--- config.mk ---
export PLATFORM = sky130hd
export DESIGN_NAME = gptim
export DESIGN_NICKNAME = d
export VERILOG_FILES = /design/src/rtl/gptim_pkg.sv /design/src/rtl/gptim_prescaler.sv /design/src/rtl/gptim_counter.sv /design/src/rtl/gptim_channel.sv /design/src/rtl/gptim.sv
export SDC_FILE = /design/constraint.sdc
export NUM_CORES = 1
export LEC_CHECK = 0
export ABC_AREA = 1
export CORE_MARGIN = 10
export CORE_UTILIZATION = 54
export CTS_CLUSTER_SIZE = 20
export DETAILED_ROUTE_END_ITERATION = 16
export PLACE_DENSITY = 0.87
export SLEW_MARGIN = 20
export SYNTH_ARGS = -nofsm -noshare
export SYNTH_HDL_FRONTEND = slang
export SYNTH_SLANG_ARGS = --single-unit
export TNS_END_PERCENT = 30
--- constraint.sdc ---
create_clock -name clk -period 4.7 [get_ports clk]
set_input_delay 0.94 -clock clk [delete_from_list [all_inputs] [get_ports clk]]
set_output_delay 0.94 -clock clk [all_outputs]
set_load 0.01 [all_outputs]
--- src/rtl/gptim_pkg.sv ---
package gptim_pkg;
  typedef enum logic [1:0] {
    CM_UP     = 2'd0,
    CM_DOWN   = 2'd1,
    CM_CENTER = 2'd2,
    CM_CENTB  = 2'd3
  } cnt_mode_e;

  typedef enum logic [1:0] {
    CH_CAPTURE = 2'd0,
    CH_TOGGLE  = 2'd1,
    CH_PWM     = 2'd2,
    CH_PWM_N   = 2'd3
  } ch_mode_e;
endpackage

--- src/rtl/gptim_prescaler.sv ---
module gptim_prescaler #(
  parameter int PW = 16
) (
  input  logic          clk,
  input  logic          rst,
  input  logic          active,
  input  logic [PW-1:0] div,
  output logic          tick
);
  logic [PW-1:0] pc_q;

  assign tick = active && (pc_q >= div);

  always_ff @(posedge clk) begin
    if (rst)         pc_q <= '0;
    else if (active) pc_q <= (pc_q >= div) ? '0 : pc_q + 1'b1;
  end

  // an idle prescaler never moves
  p_hold_idle_r5: assert property (@(posedge clk) disable iff (rst)
    !active |=> $stable(pc_q));
endmodule

--- src/rtl/gptim_counter.sv ---
module gptim_counter
  import gptim_pkg::*;
#(
  parameter int CW = 16
) (
  input  logic          clk,
  input  logic          rst,
  input  logic          enable,
  input  logic          one_pulse,
  input  logic [1:0]    mode,
  input  logic [CW-1:0] arr,
  input  logic          freeze,
  input  logic          tick,
  output logic          active,
  output logic [CW-1:0] cnt,
  output logic          step,
  output logic          upd
);
  logic [CW-1:0] cnt_q, cnt_nx;
  logic          dir_q, dir_nx;
  logic          wrap;
  logic          en_d, armed_q, step_q, upd_q;

  assign active = armed_q && !freeze;
  assign cnt    = cnt_q;
  assign step   = step_q;
  assign upd    = upd_q;

  always_comb begin
    cnt_nx = cnt_q;
    dir_nx = dir_q;
    wrap   = 1'b0;
    case (cnt_mode_e'(mode))
      CM_UP: begin
        if (cnt_q >= arr) begin
          wrap   = 1'b1;
          cnt_nx = '0;
        end else cnt_nx = cnt_q + 1'b1;
      end
      CM_DOWN: begin
        if (cnt_q == '0) begin
          wrap   = 1'b1;
          cnt_nx = arr;
        end else cnt_nx = cnt_q - 1'b1;
      end
      default: begin
        if (dir_q) begin
          if (cnt_q >= arr) begin
            wrap   = 1'b1;
            dir_nx = 1'b0;
            cnt_nx = (cnt_q == '0) ? '0 : cnt_q - 1'b1;
          end else cnt_nx = cnt_q + 1'b1;
        end else begin
          if (cnt_q == '0) begin
            wrap   = 1'b1;
            dir_nx = 1'b1;
            cnt_nx = (arr == '0) ? '0 : {{(CW-1){1'b0}}, 1'b1};
          end else cnt_nx = cnt_q - 1'b1;
        end
      end
    endcase
  end

  always_ff @(posedge clk) begin
    if (rst) begin
      cnt_q   <= '0;
      dir_q   <= 1'b1;
      en_d    <= 1'b0;
      armed_q <= 1'b0;
      step_q  <= 1'b0;
      upd_q   <= 1'b0;
    end else begin
      en_d    <= enable;
      armed_q <= enable && (!en_d || (armed_q && !(one_pulse && tick && wrap)));
      step_q  <= tick;
      upd_q   <= tick && wrap;
      if (tick) begin
        cnt_q <= cnt_nx;
        dir_q <= dir_nx;
      end
    end
  end

  p_up_step_r2: assert property (@(posedge clk) disable iff (rst)
    (cnt_mode_e'(mode) == CM_UP && tick && cnt_q < arr) |=> (cnt_q == $past(cnt_q) + 1'b1) && !upd_q);
  p_down_wrap_r3: assert property (@(posedge clk) disable iff (rst)
    (cnt_mode_e'(mode) == CM_DOWN && tick && cnt_q == '0) |=> (cnt_q == $past(arr)) && upd_q);
  p_center_turn_r4: assert property (@(posedge clk) disable iff (rst)
    (mode[1] && tick && dir_q && cnt_q >= arr && arr != '0) |=> !dir_q && upd_q);
  p_freeze_hold_r6: assert property (@(posedge clk) disable iff (rst)
    freeze |=> $stable(cnt_q));
  p_opm_stop_r7: assert property (@(posedge clk) disable iff (rst)
    (one_pulse && tick && wrap) |=> !armed_q);
endmodule

--- src/rtl/gptim_channel.sv ---
module gptim_channel
  import gptim_pkg::*;
#(
  parameter int CW = 16
) (
  input  logic          clk,
  input  logic          rst,
  input  logic [1:0]    mode,
  input  logic [CW-1:0] cmp,
  input  logic [CW-1:0] cnt,
  input  logic          step,
  input  logic          cap_in,
  input  logic          clr,
  output logic          out,
  output logic          flag,
  output logic          ovr,
  output logic [CW-1:0] cap
);
  logic cap_d, cap_evt, cmp_evt, below;
  logic out_q, flag_q, ovr_q;
  logic [CW-1:0] cap_q;

  assign cap_evt = (ch_mode_e'(mode) == CH_CAPTURE) && cap_in && !cap_d;
  assign cmp_evt = (ch_mode_e'(mode) != CH_CAPTURE) && step && (cnt == cmp);
  assign below   = cnt < cmp;
  assign out  = out_q;
  assign flag = flag_q;
  assign ovr  = ovr_q;
  assign cap  = cap_q;

  always_ff @(posedge clk) begin
    if (rst) begin
      cap_d  <= 1'b0;
      out_q  <= 1'b0;
      flag_q <= 1'b0;
      ovr_q  <= 1'b0;
      cap_q  <= '0;
    end else begin
      cap_d <= cap_in;
      if (cap_evt || cmp_evt) flag_q <= 1'b1;
      else if (clr)           flag_q <= 1'b0;
      if (cap_evt && flag_q)  ovr_q <= 1'b1;
      else if (clr)           ovr_q <= 1'b0;
      if (cap_evt) cap_q <= cnt;
      case (ch_mode_e'(mode))
        CH_TOGGLE: if (cmp_evt) out_q <= !out_q;
        CH_PWM:    out_q <= below;
        CH_PWM_N:  out_q <= !below;
        default:   out_q <= 1'b0;
      endcase
    end
  end

  p_ovr_after_flag_r8: assert property (@(posedge clk) disable iff (rst)
    $rose(ovr_q) |-> $past(flag_q));
  p_pwm_level_r10: assert property (@(posedge clk) disable iff (rst)
    (ch_mode_e'(mode) == CH_PWM && $past(mode) == mode && !$past(rst)) |-> out_q == $past(below));
  p_cap_ignored_r11: assert property (@(posedge clk) disable iff (rst)
    (ch_mode_e'(mode) != CH_CAPTURE) |=> $stable(cap_q));
endmodule

--- src/rtl/gptim.sv ---
module gptim
  import gptim_pkg::*;
#(
  parameter int CW  = 16,
  parameter int PW  = 16,
  parameter int NCH = 4
) (
  input  logic              clk,
  input  logic              rst,
  input  logic              enable,
  input  logic              one_pulse,
  input  logic [1:0]        count_mode,
  input  logic [PW-1:0]     psc,
  input  logic [CW-1:0]     arr,
  input  logic              dbg_freeze,
  input  logic [2*NCH-1:0]  ch_mode,
  input  logic [CW*NCH-1:0] ch_cmp,
  input  logic [NCH-1:0]    cap_in,
  input  logic [NCH-1:0]    flag_clr,
  output logic [CW-1:0]     count,
  output logic              upd,
  output logic [NCH-1:0]    ch_out,
  output logic [NCH-1:0]    ch_flag,
  output logic [NCH-1:0]    ch_ovr,
  output logic [CW*NCH-1:0] ch_cap
);
  logic active, tick, step;

  gptim_prescaler #(.PW(PW)) u_psc (
    .clk(clk), .rst(rst), .active(active), .div(psc), .tick(tick)
  );

  gptim_counter #(.CW(CW)) u_cnt (
    .clk(clk), .rst(rst), .enable(enable), .one_pulse(one_pulse),
    .mode(count_mode), .arr(arr), .freeze(dbg_freeze), .tick(tick),
    .active(active), .cnt(count), .step(step), .upd(upd)
  );

  for (genvar i = 0; i < NCH; i++) begin : g_ch
    gptim_channel #(.CW(CW)) u_ch (
      .clk(clk), .rst(rst), .mode(ch_mode[2*i +: 2]),
      .cmp(ch_cmp[CW*i +: CW]), .cnt(count), .step(step),
      .cap_in(cap_in[i]), .clr(flag_clr[i]),
      .out(ch_out[i]), .flag(ch_flag[i]), .ovr(ch_ovr[i]),
      .cap(ch_cap[CW*i +: CW])
    );
  end

  // no output activity while reset is held
  p_reset_quiet_r1: assert property (@(posedge clk)
    rst |=> (count == '0) && !upd && (ch_out == '0) && (ch_flag == '0));
endmodule

==> results by group <==
Placement
  – Final GP Congestion: 1.091
  – Dpl ws: 1.178 ns
  – Post-DP HPWL: 23120 um
  – Buffers added on ports: 211
  – Placed cells: 1598

Clock network
  – Post-CTS Resized: 0
  – Clock latency on the worst-skew pair: 0.41 ns
  – CTS tree: yes
  – Reg clk slew, reported paths: 0.06 ns
  – Clk sinks: 117
  – Worst-case clock buffer depth: 2
  – Htree depth: 4
  – CTS Hold Buffers Added: 0
  – Total setup buffers inserted after CTS: 0
  – Number of buffers created by CTS: 17
  – Clock Root Buffer: clkbuf_16

Layout
  – Finished Layout Cells: 1631
  – Layout cells sized above 1: 7.212%
  – Nets@finish: 1648
  – Synthesis-to-finish area growth: 34.68%
  – Filler instances: 1189

Detailed routing
  – DR DRC count: 0
  – DR WL/cell: 19.04 um
  – Vias per cell: 5.617
  – Vias: 9162
  – Post-DRT Antenna Nets: 0
  – TritonRoute pass-1 iters: 5
  – DRT iter0 DRCs: 828
  – Detailed Route WL: 31060 um

Worst setup path
  – Type of origin of the critical path: input pin
  – Crit path max fanout: 18
  – Arr. time, crit path: 3.40 ns
  – Data required, critical path: 4.97 ns
  – CP Launch Point: psc[15]
  – Kind of critical path: in2reg
  – CP endpoint kind: flip-flop
  – RR Startpoint: u_cnt.cnt[15]$_SDFFE_PP0N_

GRT
  – Largest net degree at the start of global routing: 77
  – Grt ovf: 0
  – First-pass GRT wire length: 47890 um
  – Number of global-route vias before repair: 9000
  – Initial antenna violation count: 2
  – Gr usage total: 29.33%

Yosys
  – Async SR Flop Fraction: 0%
  – Most used DFF post-synth: dfxtp_1
  – Top cells by area, synth: dfxtp_1, ha_1, nand2_1
  – #FFs+latches synth: 117
  – Gate Count Post-Synth: 1228
  – Library cells used by synthesis: 39
  – Cell area after synthesis: 8330 um2
  – Post-synth EDFFs: 0
  – Synth area leader: dfxtp_1
  – Yosys warnings: 0
  – Average cell area after synthesis: 6.784 um2
  – Sequential area share after synthesis: 28.12%
  – Syn_nets: 1447
  – Post-synth top area share: 28.12%

Power and ir drop
  – Clock Power Share: 49.7%
  – Internal: 2.108 mW
  – Sw Pwr: 0.6887 mW
  – Reg power frac: 37.2%
  – P_leak: 5.447 nW
  – Sw frac: 24.62%
  – Pwr dens: 249.3 nW/um2
  – Gate power share: 13.1%
  – Worst ir drop on vdd: 0.0002492 V
  – Pwr Total: 2.797 mW

Timing
  – Fin worst setup slack: 1.577 ns
  – RSZ-0062 raised after global routing: false
  – Measured slew at the worst slew-check pin: 1.054 ns
  – Final hold vios: 0
  – Fmax achieved: 320.3 MHz
  – Final TNS setup: 0 ns
  – Hold slack: 0.4091 ns
  – Min cycle time layout: 3.123 ns
  – Slew Viols, Final: 0
  – Final setup viols: 0
  – Rel. slew slack: 29.62%
  – Final period util: 66.44%
  – Worst Skew: 0.01176 ns

Floorplanning
  – Initial Utilization: 55.00%
  – Placeable Area: 15150 um2
  – Die H: 144.2 um
  – Die X: 144.2 um
  – Die area: 20800 um2
  – # rows: 45
  – I/O pin count: 212

Worst hold path
  – Min-delay src: u_cnt.en_d$_SDFF_PP0_
  – Hold Crit Class: reg2reg

Outcome
  – Status: finished, final reports clean

Flow run
  – MaxCap Viol Count: 0
worst paths after layout:
path	slack (ns)	cells after the start	to
worst max-delay path	1.58	14	u_cnt.cnt[0]$_SDFFE_PP0N_
worst min-delay path	0.41	1	u_cnt.armed_q$_SDFF_PP0_
worst max register to register	1.81	9	u_cnt.cnt[10]$_SDFFE_PP0N_
worst min register to register	0.41	1	u_cnt.armed_q$_SDFF_PP0_
logic make-up (layout without fill, tap and decap cells):
family                   count (synthesis)  after routing  share of synthesized area (%)
XOR/XNOR                                22             22                          2.313
other                                    0              1                              0
AO/OA/AOI/OAI                          261            261                          16.07
adder cells (fa/ha/maj)                100            100                          15.02
AND/OR/NAND/NOR                        494            494                          27.11
flip-flops                             117            117                          28.12
buffers and inverters                  234            448                          11.37
cells in the mapped netlist (15+ instances only):
library cell / count
nand2_1: 232
inv_1: 174
a21oi_1: 138
dfxtp_1: 117
nor2_1: 102
ha_1: 100
o21ai_0: 100
nand3_1: 63
nand4_1: 29
clkbuf_1: 21
xor2_1: 19
nor3_1: 18
inv_2: 15
through the flow:
stage                     cell area [um2]  utilization (%)
after detailed placement            10590            69.91
after global placement              10590            69.91
after floorplan                      8330                -
after CTS                           11220            74.06
after global routing                11220            74.08
final                               11220            74.08
power groups by stage:
| stage | Clock, mW | Sequential, mW | Combinational, mW |
|---|---|---|---|
| floorplan | 0 | 1.07 | 0.149 |
| global placement | 0 | 1.06 | 0.352 |
| detailed placement | 0 | 1.06 | 0.361 |
| CTS | 1.39 | 1.04 | 0.365 |
| global route | 1.44 | 1.04 | 0.402 |
| finish | 1.39 | 1.04 | 0.366 |
cell usage in the layout, fill, tap and decap left out, types with 19 or more instances in the layout:
master | Yosys | routed
dfxtp_1 | 117 | 117
nor2_1 | 102 | 102
nand2_1 | 232 | 232
inv_1 | 174 | 173
a21oi_1 | 138 | 138
clkdlybuf4s50_1 | 0 | 211
xor2_1 | 19 | 19
ha_1 | 100 | 100
o21ai_0 | 100 | 100
nand4_1 | 29 | 29
nand3_1 | 63 | 63
state kept, by name (all words and copies together) (netlist names):
| signal | flops |
|---|---|
| u_cnt.armed_q | 1 |
| u_cnt.step | 1 |
| u_cnt.cnt | 16 |
| u_cnt.en_d | 1 |
| u_cnt.upd | 1 |
| u_psc.pc_q | 16 |
| g_ch.u_ch.out | 4 |
| g_ch.u_ch.flag | 4 |
| g_ch.u_ch.cap_d | 4 |
| g_ch.u_ch.ovr | 4 |
| g_ch.u_ch.cap | 64 |
| u_cnt.dir_q | 1 |
layout make-up:
| cell class | count | area, um2 | share of cell area, % |
|---|---|---|---|
| tap | 188 | 235.2 | 2.097 |
| clock buffer | 18 | 429.2 | 3.825 |
| antenna | 1 | 2.502 | 0.02230 |
| multi-input combinational | 877 | 5069 | 45.18 |
| clock inverter | 14 | 200.2 | 1.784 |
| sequential | 117 | 2342 | 20.88 |
| timing repair buffer | 227 | 2232 | 19.90 |
| inverter | 189 | 709.4 | 6.323 |
routing by layer:
layer  GRT usage, %  up-vias  share of wire (%)
met3          7.871      100                 10
met5              0        -              0.039
li1               -     4434                  -
met1          33.64     4146                 38
met4          13.51        2                4.3
met2          49.83      480                 47
worst max-delay path: stages:
cell and delay, ns:
clkdlybuf4s50_1 0.45, inv_1 0.04, ha_1 0.28, nand2_1 0.05, inv_1 0.06, nand3_1 0.09
nor2_1 0.15, nand3_1 0.08, nand3_1 0.18, nand2_1 0.30, inv_2 0.27, nor2_4 0.07
inv_2 0.26, o21ai_0 0.15
Note: power is estimated with default switching activity, not from simulation.
